--- src/rtl/bcj_pkg.sv ---
`timescale 1ns/1ps
// bcj_pkg: shared types and constants of the jump executor.
// Assumes the byte layout given in the brief.
package bcj_pkg;

    localparam int unsigned LEN_BARE = 2;   // no data bytes
    localparam int unsigned LEN_DATA = 6;   // 32-bit data
    localparam int unsigned LEN_WIDE = 10;  // 64-bit data

    typedef enum logic [2:0] {
        ST_IDLE,
        ST_FETCH,
        ST_BASE,
        ST_MEM,
        ST_EXEC
    } bcj_state_e;

    typedef struct packed {
        logic       wide;      // 64-bit form
        logic       has_data;  // data bytes follow
        logic       cond;      // conditional jump
        logic       on_set;    // condition: carry set
        logic       rel;       // relative target
        logic       indirect;  // operand read from memory
        logic [2:0] rsel;      // register number
    } bcj_fields_t;

endpackage

--- src/rtl/bcj_decode.sv ---
`timescale 1ns/1ps
// bcj_decode: splits the two header bytes into fields, instruction length
// and the encoding-error flag. Purely combinational.
// Assumes hdr_i = byte0[7:6], b1_i = full byte 1.
module bcj_decode
    import bcj_pkg::*;
(
    input  logic [1:0]  hdr_i,
    input  logic [7:0]  b1_i,
    output bcj_fields_t fld_o,
    output logic [3:0]  len_o,
    output logic        enc_err_o
);

    // Field extraction and length selection
    always_comb begin
        fld_o.has_data = hdr_i[1];
        fld_o.wide     = hdr_i[0];
        fld_o.cond     = b1_i[7];
        fld_o.on_set   = b1_i[6];
        fld_o.rel      = b1_i[4];
        fld_o.indirect = b1_i[3];
        fld_o.rsel     = b1_i[2:0];
        if (hdr_i[0])
            len_o = 4'(LEN_WIDE);
        else if (hdr_i[1])
            len_o = 4'(LEN_DATA);
        else
            len_o = 4'(LEN_BARE);
        enc_err_o = (hdr_i[0] & ~hdr_i[1]) | b1_i[5];
    end

endmodule

--- src/rtl/bcj_target.sv ---
`timescale 1ns/1ps
// bcj_target: fall-through address, jump target and condition outcome.
// Assumes the operand is already resolved (register, immediate or memory).
module bcj_target #(
    parameter int XLEN = 64
) (
    input  logic [XLEN-1:0] ip_i,
    input  logic [3:0]      len_i,
    input  logic            rel_i,
    input  logic [XLEN-1:0] opnd_i,
    input  logic            cond_i,
    input  logic            on_set_i,
    input  logic            carry_i,
    output logic [XLEN-1:0] fall_o,
    output logic [XLEN-1:0] target_o,
    output logic            take_o
);

    // Address arithmetic and condition test
    always_comb begin
        fall_o   = ip_i + XLEN'(len_i);
        target_o = rel_i ? (fall_o + opnd_i) : opnd_i;
        take_o   = ~cond_i | (carry_i == on_set_i);
    end

endmodule

--- src/rtl/bcj_jump_exec.sv ---
`timescale 1ns/1ps
// bcj_jump_exec: executes one variable-length jump instruction.
// Sequence: fetch bytes one per accepted beat, resolve the base operand,
// optionally read memory, then evaluate and emit a one-cycle result.
// Assumes reg_val_i follows reg_sel_o combinationally and carry_i is
// steady while an instruction runs; responders answer only on request.
module bcj_jump_exec
    import bcj_pkg::*;
#(
    parameter int XLEN  = 64,
    parameter int IMM_W = 32
) (
    input  logic            clk,
    input  logic            rst_n,
    input  logic            start_i,
    input  logic [XLEN-1:0] ip_i,
    output logic            fetch_req_o,
    output logic [XLEN-1:0] fetch_addr_o,
    input  logic            fetch_valid_i,
    input  logic [7:0]      fetch_data_i,
    output logic [2:0]      reg_sel_o,
    input  logic [XLEN-1:0] reg_val_i,
    input  logic            carry_i,
    output logic            mem_req_o,
    output logic [XLEN-1:0] mem_addr_o,
    input  logic            mem_valid_i,
    input  logic [IMM_W-1:0] mem_data_i,
    output logic            done_o,
    output logic [XLEN-1:0] next_ip_o,
    output logic            taken_o,
    output logic            enc_fault_o,
    output logic            align_fault_o
);

    localparam int NBYTES = XLEN / 8;
    localparam int EXT_W  = XLEN - IMM_W;

    bcj_state_e      state_q;
    logic [XLEN-1:0] ip_q;
    logic [3:0]      idx_q;
    logic [1:0]      hdr0_q;
    logic [7:0]      hdr1_q;
    logic [XLEN-1:0] imm_q;
    logic [XLEN-1:0] opnd_q;

    logic [7:0]      b1_now;
    bcj_fields_t     fld;
    logic [3:0]      len;
    logic            enc_err;
    logic [XLEN-1:0] fall_ip, target;
    logic            take;
    logic [XLEN-1:0] base, imm_ext;

    // Byte 1 is decoded straight from the port in the beat it arrives
    always_comb begin
        b1_now = (state_q == ST_FETCH && idx_q == 4'd1) ? fetch_data_i : hdr1_q;
    end

    bcj_decode u_decode (
        .hdr_i     (hdr0_q),
        .b1_i      (b1_now),
        .fld_o     (fld),
        .len_o     (len),
        .enc_err_o (enc_err)
    );

    bcj_target #(.XLEN(XLEN)) u_target (
        .ip_i     (ip_q),
        .len_i    (len),
        .rel_i    (fld.rel),
        .opnd_i   (opnd_q),
        .cond_i   (fld.cond),
        .on_set_i (fld.on_set),
        .carry_i  (carry_i),
        .fall_o   (fall_ip),
        .target_o (target),
        .take_o   (take)
    );

    // Base register (R0 reads zero) and sign-extended 32-bit data
    always_comb begin
        base    = (fld.rsel == 3'd0) ? '0 : reg_val_i;
        imm_ext = fld.has_data ? {{EXT_W{imm_q[IMM_W-1]}}, imm_q[IMM_W-1:0]} : '0;
    end

    // Port drives derived from the sequencer state
    always_comb begin
        fetch_req_o  = (state_q == ST_FETCH);
        fetch_addr_o = ip_q + XLEN'(idx_q);
        reg_sel_o    = fld.rsel;
        mem_req_o    = (state_q == ST_MEM);
        mem_addr_o   = opnd_q;
    end

    // Instruction sequencer and result registers
    always_ff @(posedge clk) begin
        if (!rst_n) begin
            state_q       <= ST_IDLE;
            ip_q          <= '0;
            idx_q         <= '0;
            hdr0_q        <= '0;
            hdr1_q        <= '0;
            imm_q         <= '0;
            opnd_q        <= '0;
            done_o        <= 1'b0;
            next_ip_o     <= '0;
            taken_o       <= 1'b0;
            enc_fault_o   <= 1'b0;
            align_fault_o <= 1'b0;
        end else begin
            done_o        <= 1'b0;
            taken_o       <= 1'b0;
            enc_fault_o   <= 1'b0;
            align_fault_o <= 1'b0;
            case (state_q)
                ST_IDLE: begin
                    if (start_i) begin
                        ip_q    <= ip_i;
                        idx_q   <= '0;
                        imm_q   <= '0;
                        state_q <= ST_FETCH;
                    end
                end
                ST_FETCH: begin
                    if (fetch_valid_i) begin
                        if (idx_q == 4'd0) begin
                            hdr0_q <= fetch_data_i[7:6];
                            idx_q  <= 4'd1;
                        end else begin
                            if (idx_q == 4'd1)
                                hdr1_q <= fetch_data_i;
                            for (int k = 0; k < NBYTES; k++) begin
                                if (idx_q == 4'(k + 2))
                                    imm_q[k*8 +: 8] <= fetch_data_i;
                            end
                            if (idx_q == 4'd1 && enc_err) begin
                                done_o      <= 1'b1;
                                enc_fault_o <= 1'b1;
                                next_ip_o   <= ip_q;
                                state_q     <= ST_IDLE;
                            end else if (idx_q == len - 4'd1) begin
                                state_q <= ST_BASE;
                            end else begin
                                idx_q <= idx_q + 4'd1;
                            end
                        end
                    end
                end
                ST_BASE: begin
                    opnd_q  <= fld.wide ? imm_q : (base + imm_ext);
                    state_q <= (!fld.wide && fld.indirect) ? ST_MEM : ST_EXEC;
                end
                ST_MEM: begin
                    if (mem_valid_i) begin
                        opnd_q  <= {{EXT_W{mem_data_i[IMM_W-1]}}, mem_data_i};
                        state_q <= ST_EXEC;
                    end
                end
                ST_EXEC: begin
                    done_o <= 1'b1;
                    if (take && target[0]) begin
                        align_fault_o <= 1'b1;
                        next_ip_o     <= ip_q;
                    end else if (take) begin
                        taken_o   <= 1'b1;
                        next_ip_o <= target;
                    end else begin
                        next_ip_o <= fall_ip;
                    end
                    state_q <= ST_IDLE;
                end
                default: state_q <= ST_IDLE;
            endcase
        end
    end

    // Result is a single-cycle pulse
    assert_done_pulse_R9: assert property (@(posedge clk) disable iff (!rst_n)
        done_o |=> !done_o);

    // At most one outcome flag per result
    assert_one_outcome_R9: assert property (@(posedge clk) disable iff (!rst_n)
        done_o |-> ($countones({taken_o, enc_fault_o, align_fault_o}) <= 1));

    // A taken jump never lands on an odd address
    assert_even_target_R8: assert property (@(posedge clk) disable iff (!rst_n)
        (done_o && taken_o) |-> !next_ip_o[0]);

    // Fetch request and address held through stalls
    assert_fetch_hold_R10: assert property (@(posedge clk) disable iff (!rst_n)
        (fetch_req_o && !fetch_valid_i) |=> (fetch_req_o && $stable(fetch_addr_o)));

    // Memory request and address held through stalls
    assert_mem_hold_R3: assert property (@(posedge clk) disable iff (!rst_n)
        (mem_req_o && !mem_valid_i) |=> (mem_req_o && $stable(mem_addr_o)));

    // Only the 32-bit indirect form reaches the memory port
    assert_no_wide_read_R5: assert property (@(posedge clk) disable iff (!rst_n)
        mem_req_o |-> (!hdr0_q[0] && hdr1_q[3]));

endmodule

--- config.mk ---
export PLATFORM = sky130hd
export DESIGN_NAME = bcj_jump_exec
export DESIGN_NICKNAME = d
export VERILOG_FILES = /design/src/rtl/bcj_pkg.sv /design/src/rtl/bcj_decode.sv /design/src/rtl/bcj_target.sv /design/src/rtl/bcj_jump_exec.sv
export SDC_FILE = /design/constraint.sdc
export NUM_CORES = 1
export LEC_CHECK = 0
export BUFFER_PORTS_ARGS = -buffer_cell sky130_fd_sc_hd__buf_2
export CELL_PAD_IN_SITES_DETAIL_PLACEMENT = 1
export CELL_PAD_IN_SITES_GLOBAL_PLACEMENT = 1
export CORE_UTILIZATION = 42
export DETAILED_ROUTE_END_ITERATION = 7
export PLACE_DENSITY_LB_ADDON = 0.1
export SYNTH_ARGS = -nofsm -noshare
export SYNTH_HDL_FRONTEND = slang
export SYNTH_SLANG_ARGS = --single-unit
--- constraint.sdc ---
create_clock -name clk -period 6 [get_ports clk]
set_input_delay 0.3 -clock clk [delete_from_list [all_inputs] [get_ports clk]]
set_output_delay 0.3 -clock clk [all_outputs]
set_load 0.01 [all_outputs]
==> impl_results.md, run 1 <==
* Run status: complete, no violations
* Commonest non-fill, non-tap cell in the layout: nand2_1
* Fin. max-slew vios at 0
* Ys Warns at 0
* Critical Path AT at 6.11 ns
* GRT Overall Usage at 0.3697
* Hold WS at 0.009321 ns
* Worst path required time at 6.44 ns
* Cts bufs inserted at 35
* Vias after detailed routing at 26,650
* CTS Root Cell: clkbuf_16
* Initial antenna violation count at 3
* Dpl ws at 0.3605 ns
* First-pass GRT wire length at 162,900 um
* CTS Sinks at 277
* Switching portion of total power at 0.4676
* Fmax achieved at 176.5 MHz
* Share of power burned in registers at 0.309
* H-tree Lvls at 2
* Synthesized cell area at 23,520 sq um
* Routing usage on met1 at 0.4931
* Starting Density at 0.4260
* Final Hold Violating Endpoints at 0
* Most frequent cells in the layout: nand2_1, buf_2, a21oi_1, nor2_1, dfxtp_1
* Drt wl/cell at 25.37 um
* Synth Net Count at 3,562
* Top FF cell, synth: dfxtp_1
* Area leader, netlist: dfxtp_1
* Clk_skew at 0.01585 ns
* Overflow after GRT at 0
* Sw Pwr at 4.201 mW
* CTS tree: done
* Core area at 55,200 sq um
* Setup Total Neg Slack at 0 ns
* Vias in the first global route at 26,630
* Fin nets at 3,840
* Count of cell types in the netlist at 100
* Layout area overhead at 17.11%
* Grt peak-use layer: met2
* Detailed Route Iter0 Violations at 2,263
* Worst rel slew slack at 0.1583
* Combinational share of power at 0.453
* Startpoint Class: register
* Worst setup path category: register to register
* Top cells by area in the synthesized netlist: dfxtp_1, a21oi_1, ha_1
* Final setup viols at 0
* Cell-internal power at 4.783 mW
* Core Util, Final at 0.4989
* Row cnt at 86
* Clock Latency Late Sink at 0.57 ns
* Routability cong. at 0.9792
* # port buffers at 374
* Largest net degree at the start of global routing at 95
* Crit Path Max Fanout at 64
* Number of flops mapped to enable cells by yosys at 0
* Max Root-Sink Buffers at 3
* Async SR Flop Fraction at 0
* Seq/Total Area, Yosys at 0.2358
* # Post-CTS Setup Buffers at 0
* Final period utilization at 0.9440
* Max-cap violation count at 0
* CP endpoint kind: register
* Tmin final at 5.664 ns
* Met3 Usage GRT at 0.04630
* Leakage at 11.90 nW
* Power share of the clock group at 0.238
* Layout cells sized above 1 at 0.1564
* VDD IR max at 192.3 uV
* Power per Cell Area at 326.2 nW/um^2
* Cells after Synth at 3,244
* Post-detail-place hpwl at 83,080 um
* Post-synth top area share at 0.2358
* Worst setup path start: idx_q[1]
* Synth Register Bits at 277
* DR pass1 iterations at 6
* Hold crit path type: input port to register
* Worst flop-to-flop path startpoint: idx_q[1]
* Total Wirelength at 109,100 um
* Clk pin slew, worst setup/hold paths at 0.06 ns
* Vias per Instance at 6.198
* DRT antenna net count at 0
* Die area at 56,940 sq um
* Die Span Y at 238.6 um
* Setup WS post-layout at 0.3357 ns
* Hold Crit Start: ip_i[19]
* RSZ-0062 raised after global routing: false
* Syn Area/Cell at 7.249 sq um
* Die W at 238.6 um
* Top Ports at 375
* Worst slew pin tran at 1.254 ns
* Remaining DRCs at 0
* GR Util met2 at 0.5987
area by class of cell:
cell class / count / area, sq um
Timing Repair Buffer: 491 / 2893
Multi-Input combinational cell: 2662 / 16810
Antenna cell: 2 / 5.005
Clock buffer: 49 / 1010
Fill cell: 7035 / 27660
Sequential cell: 277 / 5547
Clock inverter: 15 / 127.6
Inverter: 55 / 211.5
Tap cell: 748 / 935.9
through the flow:
| stage | instances | power (mW) | cell area (sq um) |
|---|---|---|---|
| 5_1_grt | 4298 | 9.350 | 27540 |
| 3_5_place_dp | 4181 | 6.685 | 25880 |
| 6_report | 4299 | 8.984 | 27540 |
| 2_1_floorplan | 3244 | 5.118 | 23520 |
| 3_3_place_gp | 4181 | 6.565 | 25880 |
| 4_1_cts | 4297 | 8.854 | 27530 |
cell usage after synthesis (18+ instances only):
| library cell | number |
|---|---|
| nand2_1 | 418 |
| a31oi_1 | 29 |
| o21bai_1 | 22 |
| a211oi_1 | 20 |
| nand4_1 | 69 |
| xnor2_1 | 131 |
| a21o_1 | 75 |
| o21ai_0 | 151 |
| o211ai_1 | 95 |
| buf_2 | 36 |
| and3_1 | 31 |
| a21oi_1 | 357 |
| or3_1 | 20 |
| o221ai_1 | 27 |
| xor2_1 | 103 |
| nor3_1 | 57 |
| dfxtp_1 | 277 |
| a221oi_1 | 18 |
| a22oi_1 | 24 |
| nor2b_1 | 90 |
| nor2_1 | 310 |
| clkbuf_1 | 192 |
| mux2i_1 | 80 |
| inv_1 | 52 |
| ha_1 | 140 |
| o21ai_1 | 47 |
| nand3_1 | 69 |
| and2_1 | 52 |
worst paths after layout:
| check | depth (start not counted) | slack (ns) | to |
|---|---|---|---|
| hold / removal | 3 | 0.009 | ip_q[19] |
| setup / recovery | 20 | 0.34 | mem_addr_o[57] |
| setup reg to reg | 20 | 0.34 | mem_addr_o[57] |
| hold reg to reg | 2 | 0.47 | next_ip_o[0] |
worst max-delay path: stages (launching register included):
cell,delay [ns]
dfxtp_1,0.36
inv_1,0.16
ha_1,0.33
and3_2,0.39
mux2i_1,0.27
inv_1,0.11
nor3_4,0.22
buf_12,0.29
nor2b_1,0.14
ha_1,0.34
a211o_1,0.29
a211oi_1,0.31
nor4bb_1,0.15
o2111ai_1,0.20
nand2_1,0.25
a31oi_1,0.41
o21ai_1,0.21
a31oi_1,0.43
o221ai_1,0.23
xnor2_1,0.30
a21oi_1,0.11
timing repair:
action | CTS | global route
hold endpoints to repair | 52 | 0
hold buffers | 52 | 0
endpoints found under the setup margin | 0 | 2
resized for setup | 0 | 1
power by group through the flow:
stage / combinational (mW) / sequential [mW] / clock (mW)
finish: 4.07 / 2.78 / 2.14
global placement: 3.81 / 2.76 / 0
detailed placement: 3.91 / 2.78 / 0
CTS: 3.96 / 2.74 / 2.15
global route: 4.34 / 2.79 / 2.23
floorplan: 2.66 / 2.46 / 0
sequential cells by signal, summed over array words and instances, names as in the netlist, 2 cells and up:
signal	count
idx_q	4
hdr0_q	2
hdr1_q	8
imm_q	64
mem_addr_o	64
ip_q	64
state_q	3
next_ip_o	64
cell families (layout without fill, tap and decap cells):
logic type	Yosys count	count (layout)	share of synthesized area
muxes	84	84	0.03661
xor gates and xnor gates	234	234	0.08715
buffers and inverters	305	610	0.05193
other	0	2	0
DFF	277	277	0.2358
AOI/OAI and AO/OA	999	999	0.2707
adders and majority gates	144	144	0.07789
and+or+nand+nor	1201	1201	0.2400
layer usage:
layer,routed length (um),part of all wire,vias to the layer above
met5,12,0.00011,-
met3,7004,0.064,244
li1,-,-,12170
met4,4586,0.042,2
met1,47830,0.44,13120
met2,49650,0.46,1104
(Power assumes the default switching activity.)
==> inputs of run 2 (changes only) <==
Clock period 6 ns to 5.65 ns, I/O delays scaled along.
==> run 2 against run 1 <==
Critical path depth shrank 2. Largest cell class unchanged. Register-to-register slack lost 0.06 ns. Total power grew 8.2%. Clock skew grew 0.0069 ns. Wire length grew 2.1%. Core utilization grew 0.76 points. Clock-buffer cell count shrank 2. Maximum frequency grew 5.4%.
==> impl_results.md, run 2 (synthesis results as in run 1) <==
* Run status: complete, no violations
* Initial antenna violation count at 4 (+1)
* Largest net degree at the start of global routing at 82 (-14%)
* Commonest non-fill, non-tap cell in the layout: nand2_1
* Most frequent cells in the layout: nand2_1, buf_2, a21oi_1, nor2_1, dfxtp_1
* Die W at 238.6 um (unchanged)
* Filler cell count at 7,049 (+0.20%)
* Final instance area at 27,960 sq um (+1.5%)
* Hold crit path type: input port to register
* Power share of the clock group at 0.250 (+0.012)
* First-pass GRT wire length at 166,700 um (+2.4%)
* Post-detail-place hpwl at 84,270 um (+1.4%)
* Routed met2 length at 50,460 um (+1.6%)
* Leakage at 12.12 nW (+1.8%)
* CTS Root Cell: clkbuf_16
* Switching portion of total power at 0.4619 (-0.005682)
* Fmax achieved at 186.1 MHz (+5.4%)
* Register area at 5547 sq um (unchanged)
* Core area at 55,200 sq um (unchanged)
* Crit Path Max Fanout at 6 (-91%)
* Max Root-Sink Buffers at 3 (unchanged)
* Worst rel slew slack at 0.1731 (+0.01475)
* Drt wl/cell at 25.67 um (+1.2%)
* Routability cong. at 1.011 (+3.2%)
* Worst path required time at 6.15 ns (-0.29 ns)
* M1 wire length at 47,880 um (+0.12%)
* Area after DPL at 26,090 sq um (+0.81%)
* Overflow after GRT at 0 (unchanged)
* Hold WS at 0.01719 ns (+0.007867 ns)
* Cts bufs inserted at 35 (unchanged)
* Worst slew pin tran at 1.236 ns (-0.01828 ns)
* Area of the multi-input gates at 16,840 sq um (+0.19%)
* Worst setup path category: register to register
* DR pass1 iterations at 5 (-1)
* Detailed Route Iter0 Violations at 2,225 (-1.7%)
* Sw Pwr at 4.491 mW (+6.9%)
* DRT antenna net count at 0 (unchanged)
* Final Hold Violating Endpoints at 0 (unchanged)
* Layout cells sized above 1 at 0.1653 (+0.008937)
* Critical Path AT at 5.87 ns (-0.24 ns)
* Cell-internal power at 5.232 mW (+9.4%)
* Final setup viols at 0 (unchanged)
* Layout area overhead at 18.89%
* RSZ-0062 raised after global routing: true
* Total Wirelength at 111,400 um (+2.1%)
* Vias per Instance at 6.193 (about the same)
* Vias in the first global route at 27,150 (+2.0%)
* # port buffers at 374 (unchanged)
* Highest Signal Layer: met5
* Metal3 WL at 8258 um (+18%)
* Clk_skew at 0.02274 ns (+0.006886 ns)
* Clock Latency Late Sink at 0.57 ns (about the same)
* Max-cap violation count at 0 (unchanged)
* VDD IR max at 254.9 uV (+33%)
* Tmin final at 5.373 ns (-0.2908 ns)
* Dpl ws at 0.1992 ns (-0.1613 ns)
* Top Ports at 375 (unchanged)
* Die Span Y at 238.6 um (unchanged)
* GRT Overall Usage at 0.3790 (+0.009317)
* Row cnt at 86 (unchanged)
* CTS tree: done
* Remaining DRCs at 0 (unchanged)
* Setup WS post-layout at 0.2766 ns (-0.05916 ns)
* Fin. max-slew vios at 0 (unchanged)
* Clk pin slew, worst setup/hold paths at 0.07 ns (about the same)
* Final period utilization at 0.9511 (+0.007005)
* Starting Density at 0.4260 (unchanged)
* Die area at 56,940 sq um (unchanged)
* Fin nets at 3,878 (+0.99%)
* CTS Sinks at 277 (unchanged)
* Vias after detailed routing at 26,870 (+0.83%)
* Core Util, Final at 0.5065 (+0.007593)
* Startpoint Class: register
* Power per Cell Area at 347.7 nW/um^2 (+6.6%)
* CP endpoint kind: register
* Share of power burned in registers at 0.302 (-0.007)
* Setup Total Neg Slack at 0 ns (unchanged)
* H-tree Lvls at 2 (unchanged)
* Combinational share of power at 0.449 (-0.004)
==> run 2: critical path: stages (launching register included) <==
cell and delay, ns:
dfxtp_1 0.44, inv_1 0.19, fa_1 0.50, nor2b_1 0.14, o21ai_1 0.23, nor2_2 0.24, nand2_1 0.21, xnor2_1 0.29
ha_1 0.34, a21oi_1 0.26, o21ai_0 0.16, or4b_1 0.49, o21ba_2 0.26, a31oi_4 0.30, o31ai_2 0.16, a21oi_2 0.30
o21ai_1 0.20, or3_1 0.42, a21oi_1 0.17
==> run 2: final timing paths <==
path | cells past startpoint | startpoint | slack [ns] | end
setup / recovery | 18 | ip_q[1] | 0.28 | next_ip_o[48]
hold / removal | 3 | ip_i[28] | 0.02 | ip_q[28]
setup reg to reg | 18 | ip_q[1] | 0.28 | next_ip_o[48]
hold reg to reg | 2 | ip_q[18] | 0.49 | ip_q[18]
==> run 2: final cells by class <==
| class | instances | area share |
|---|---|---|
| Multi-Input combinational cell | 2662 | 0.6024 |
| Antenna cell | 3 | 0.0002685 |
| Sequential cell | 277 | 0.1984 |
| Timing Repair Buffer | 529 | 0.1145 |
| Clock buffer | 47 | 0.03549 |
| Inverter | 55 | 0.007563 |
| Tap cell | 748 | 0.03347 |
| Clock inverter | 17 | 0.007921 |
==> run 2: routing by layer <==
layer / global-route usage / up-vias
li1: - / 12250
met1: 0.5037 / 13230
met2: 0.6122 / 1143
met3: 0.05543 / 239
met4: 0.1542 / 2
met5: 0 / -
==> run 2: repair_timing <==
item	in CTS	in global routing
buffers inserted	0	1
resized for setup	0	9
endpoints found under the setup margin	0	10
hold endpoints to repair	61	0
hold buffers	61	0
==> run 2: metrics by stage <==
| stage | power (mW) | cells |
|---|---|---|
| after floorplan | 5.435 | 3244 |
| after global placement | 7.013 | 4209 |
| after detailed placement | 7.107 | 4209 |
| after CTS | 9.561 | 4334 |
| after global routing | 10.10 | 4337 |
| final | 9.723 | 4338 |
==> run 2: power groups by stage <==
stage	clock, mW	combinational (mW)	sequential (mW)
floorplan	0	2.82	2.61
global placement	0	4.10	2.91
detailed placement	0	4.18	2.93
CTS	2.43	4.24	2.89
global route	2.50	4.66	2.94
finish	2.43	4.37	2.93
==> inputs of run 3 (changes only) <==
Settings changed: ABC_AREA from default to 1, CORE_UTILIZATION 42 to 40, REMOVE_ABC_BUFFERS from default to 1, SETUP_SLACK_MARGIN from default to 0.1.
==> run 3 against run 2 <==
The flow now finishes with violations (hold timing). Synthesized area is 15% higher. Clock skew rose by 0.0042 ns. Critical path depth increased by 2. Combinational power is 41% higher. Core utilization down 2.4 points.
==> impl_results.md, run 3 <==
* Worst rel slew slack at 0.2727 (+0.09962)
* VDD IR max at 371.1 uV (+46%)
* Hold WS at -0.002266 ns (-0.01945 ns)
* Synthesized cell area at 26,980 sq um (+15%)
* # Post-CTS Setup Buffers at 0 (unchanged)
* Synth top cells by count: nand2_1, inv_1, nor2_1
* CTS tree: done
* Pwr Total at 11.92 mW (+23%)
* Die Span Y at 261.7 um (+9.7%)
* Final period utilization at 0.9408 (-0.01023)
* Area leader, netlist: dfxtp_1
* Cts bufs inserted at 36 (+2.9%)
* Area after DPL at 30,280 sq um (+16%)
* Synth Register Bits at 277 (unchanged)
* Fin nets at 5,534 (+43%)
* Remaining DRCs at 0 (unchanged)
* Run status: finished, violations left
* Die area at 68,500 sq um (+20%)
* Number of flops mapped to enable cells by yosys at 0 (unchanged)
* Detailed Route Iter0 Violations at 3,423 (+54%)
* Clk pin slew, worst setup/hold paths at 0.06 ns (about the same)
* Post-detail-place hpwl at 131,500 um (+56%)
* Clk_skew at 0.02693 ns (+0.004194 ns)
* Async SR Flop Fraction at 0 (unchanged)
* Most common cell in the netlist: nand2_1
* Crit Path Max Fanout at 63 (+57)
* Power per Cell Area at 373.1 nW/um^2 (+7.3%)
* CP endpoint kind: register
* # port buffers at 374 (unchanged)
* Top Ports at 375 (unchanged)
* GRT Overall Usage at 0.4591 (+0.08009)
* Overflow after GRT at 0 (unchanged)
* Vias per Instance at 5.826 (-5.9%)
* Top Family by Delay on Critical Path: compound AO/OA/AOI/OAI gates
* Count of cell types in the netlist at 52 (-48%)
* Die W at 261.7 um (+9.7%)
* RSZ-0062 raised after global routing: false
* Final Hold Violating Endpoints at 1 (+1)
* Worst setup path category: register to register
* Hold crit path type: input port to register
* Failing checks: hold timing
* CP max-delay cell: o21ai_0
* Syn Area/Cell at 5.624 sq um (-22%)
* DRT antenna net count at 0 (unchanged)
* Cts hold-fix bufs at 39 (-36%)
* Drt wl/cell at 26.43 um (+2.9%)
* Clock Latency Late Sink at 0.61 ns (+0.04 ns)
* Seq/Total Area, Yosys at 0.2055 (-0.03030)
* Worst slew pin tran at 1.091 ns (-0.1449 ns)
* Layout area overhead at 18.43%
* DR pass1 iterations at 5 (unchanged)
* Most frequent cells in the layout: nand2_1, inv_1, nor2_1, a21oi_1, o21ai_0
* Total Wirelength at 161,500 um (+45%)
* Ys Warns at 0 (unchanged)
* Tmin final at 5.316 ns (-0.05780 ns)
* Initial antenna violation count at 16 (+12)
* Max Root-Sink Buffers at 3 (unchanged)
* Cells after Synth at 4,798 (+48%)
* Vias after detailed routing at 35,610 (+33%)
* CTS Sinks at 277 (unchanged)
* Row cnt at 94 (+9.3%)
* Vias in the first global route at 35,200 (+30%)
* CTS Root Cell: clkbuf_16
* Largest net degree at the start of global routing at 81 (-1.2%)
* Commonest non-fill, non-tap cell in the layout: nand2_1
* Fmax achieved at 188.1 MHz (+1.1%)
* Final instance area at 31,960 sq um (+14%)
* Critical Path AT at 5.76 ns (-0.11 ns)
* Worst path required time at 6.09 ns (-0.06 ns)
* Routability cong. at 1.087 (+7.6%)
* Layout cells sized above 1 at 0.1133 (-0.05200)
* Post-synth top area share at 0.2055 (-0.03030)
* Starting Density at 0.4075 (-0.01851)
* Startpoint Class: register
* Final setup viols at 0 (unchanged)
* Top cells by area in the synthesized netlist: dfxtp_1, nand2_1, inv_1
* Core area at 66,220 sq um (+20%)
* First-pass GRT wire length at 229,500 um (+38%)
* Max incr delay on CP at 0.71 ns (+0.21 ns)
* Fin. max-slew vios at 0 (unchanged)
* Top FF cell, synth: dfxtp_1
* Worst path bufs/invs at 5 (+4)
* Max-cap violation count at 0 (unchanged)
* H-tree Lvls at 2 (unchanged)
* Post-CTS Resized at 0 (unchanged)
* Leakage at 16.27 nW (+34%)
* Worst path cell trace: inv_1 > ha_1 > nand2_1 > nor2_2 > inv_4 > nand2_1 > o21ai_0 > inv_1 > nand2_1 > inv_2 > buf_12 > nor2_1 > ha_1 > nand2_1 > o21ai_0 > nor2_1 > o21ai_0 > xor2_1 > o21ai_0 > a21oi_1
run 3: path summary, 6_finish.rpt:
check | from | endpoint | slack (ns) | cells past startpoint
worst max-delay path | idx_q[1] | mem_addr_o[13] | 0.33 | 20
worst min-delay path | ip_i[19] | ip_q[19] | -0.002 | 3
worst min register to register | hdr1_q[0] | hdr1_q[0] | 0.46 | 2
worst max register to register | idx_q[1] | mem_addr_o[13] | 0.33 | 20
run 3: cell families after synthesis:
kind of cell / count (synthesis) / synth area share
flops: 277 / 0.2055
compound gates: 1067 / 0.2089
xor+xnor: 168 / 0.05453
fa+ha+maj: 144 / 0.06788
buf+inv: 960 / 0.1373
simple gates: 2182 / 0.3258
run 3: layout make-up:
class	instances	area, sq um
Antenna cell	6	15.01
Clock buffer	50	1023
Clock inverter	14	245.2
Fill cell	9590	34260
Inverter	803	3019
Multi-Input combinational cell	3561	17780
Sequential cell	277	5545
Tap cell	864	1081
Timing Repair Buffer	537	3249
run 3: tightest hold or removal path, stage by stage:
cell	delay, ns
buf_2	0.07
o21ai_0	0.08
a21oi_1	0.11
run 3: through the flow:
stage / util / setup slack, ns / TNS (ns) / instances
after CTS: 0.4824 / 0.6335 / 0 / 6106
after global placement: 0.4573 / 0.7864 / 0 / 6003
after floorplan: - / -0.3635 / -7.376 / 4641
after detailed placement: 0.4573 / 0.7090 / 0 / 6003
final: 0.4826 / 0.3344 / 0 / 6112
after global routing: 0.4824 / 0.1348 / 0 / 6108
run 3: layer usage:
| layer | share of wire | GRT usage | wire (um) |
|---|---|---|---|
| met1 | 0.40 | 0.5681 | 63940 |
| met2 | 0.44 | 0.7271 | 71130 |
| met3 | 0.085 | 0.07282 | 13660 |
| met4 | 0.079 | 0.3238 | 12780 |
| met5 | 0.000080 | 0 | 13 |
run 3: where the power goes:
group,switching [mW],internal (mW)
logic,4.37,1.76
clock network,1.10,1.47
registers,0.770,2.45
total,6.24,5.68
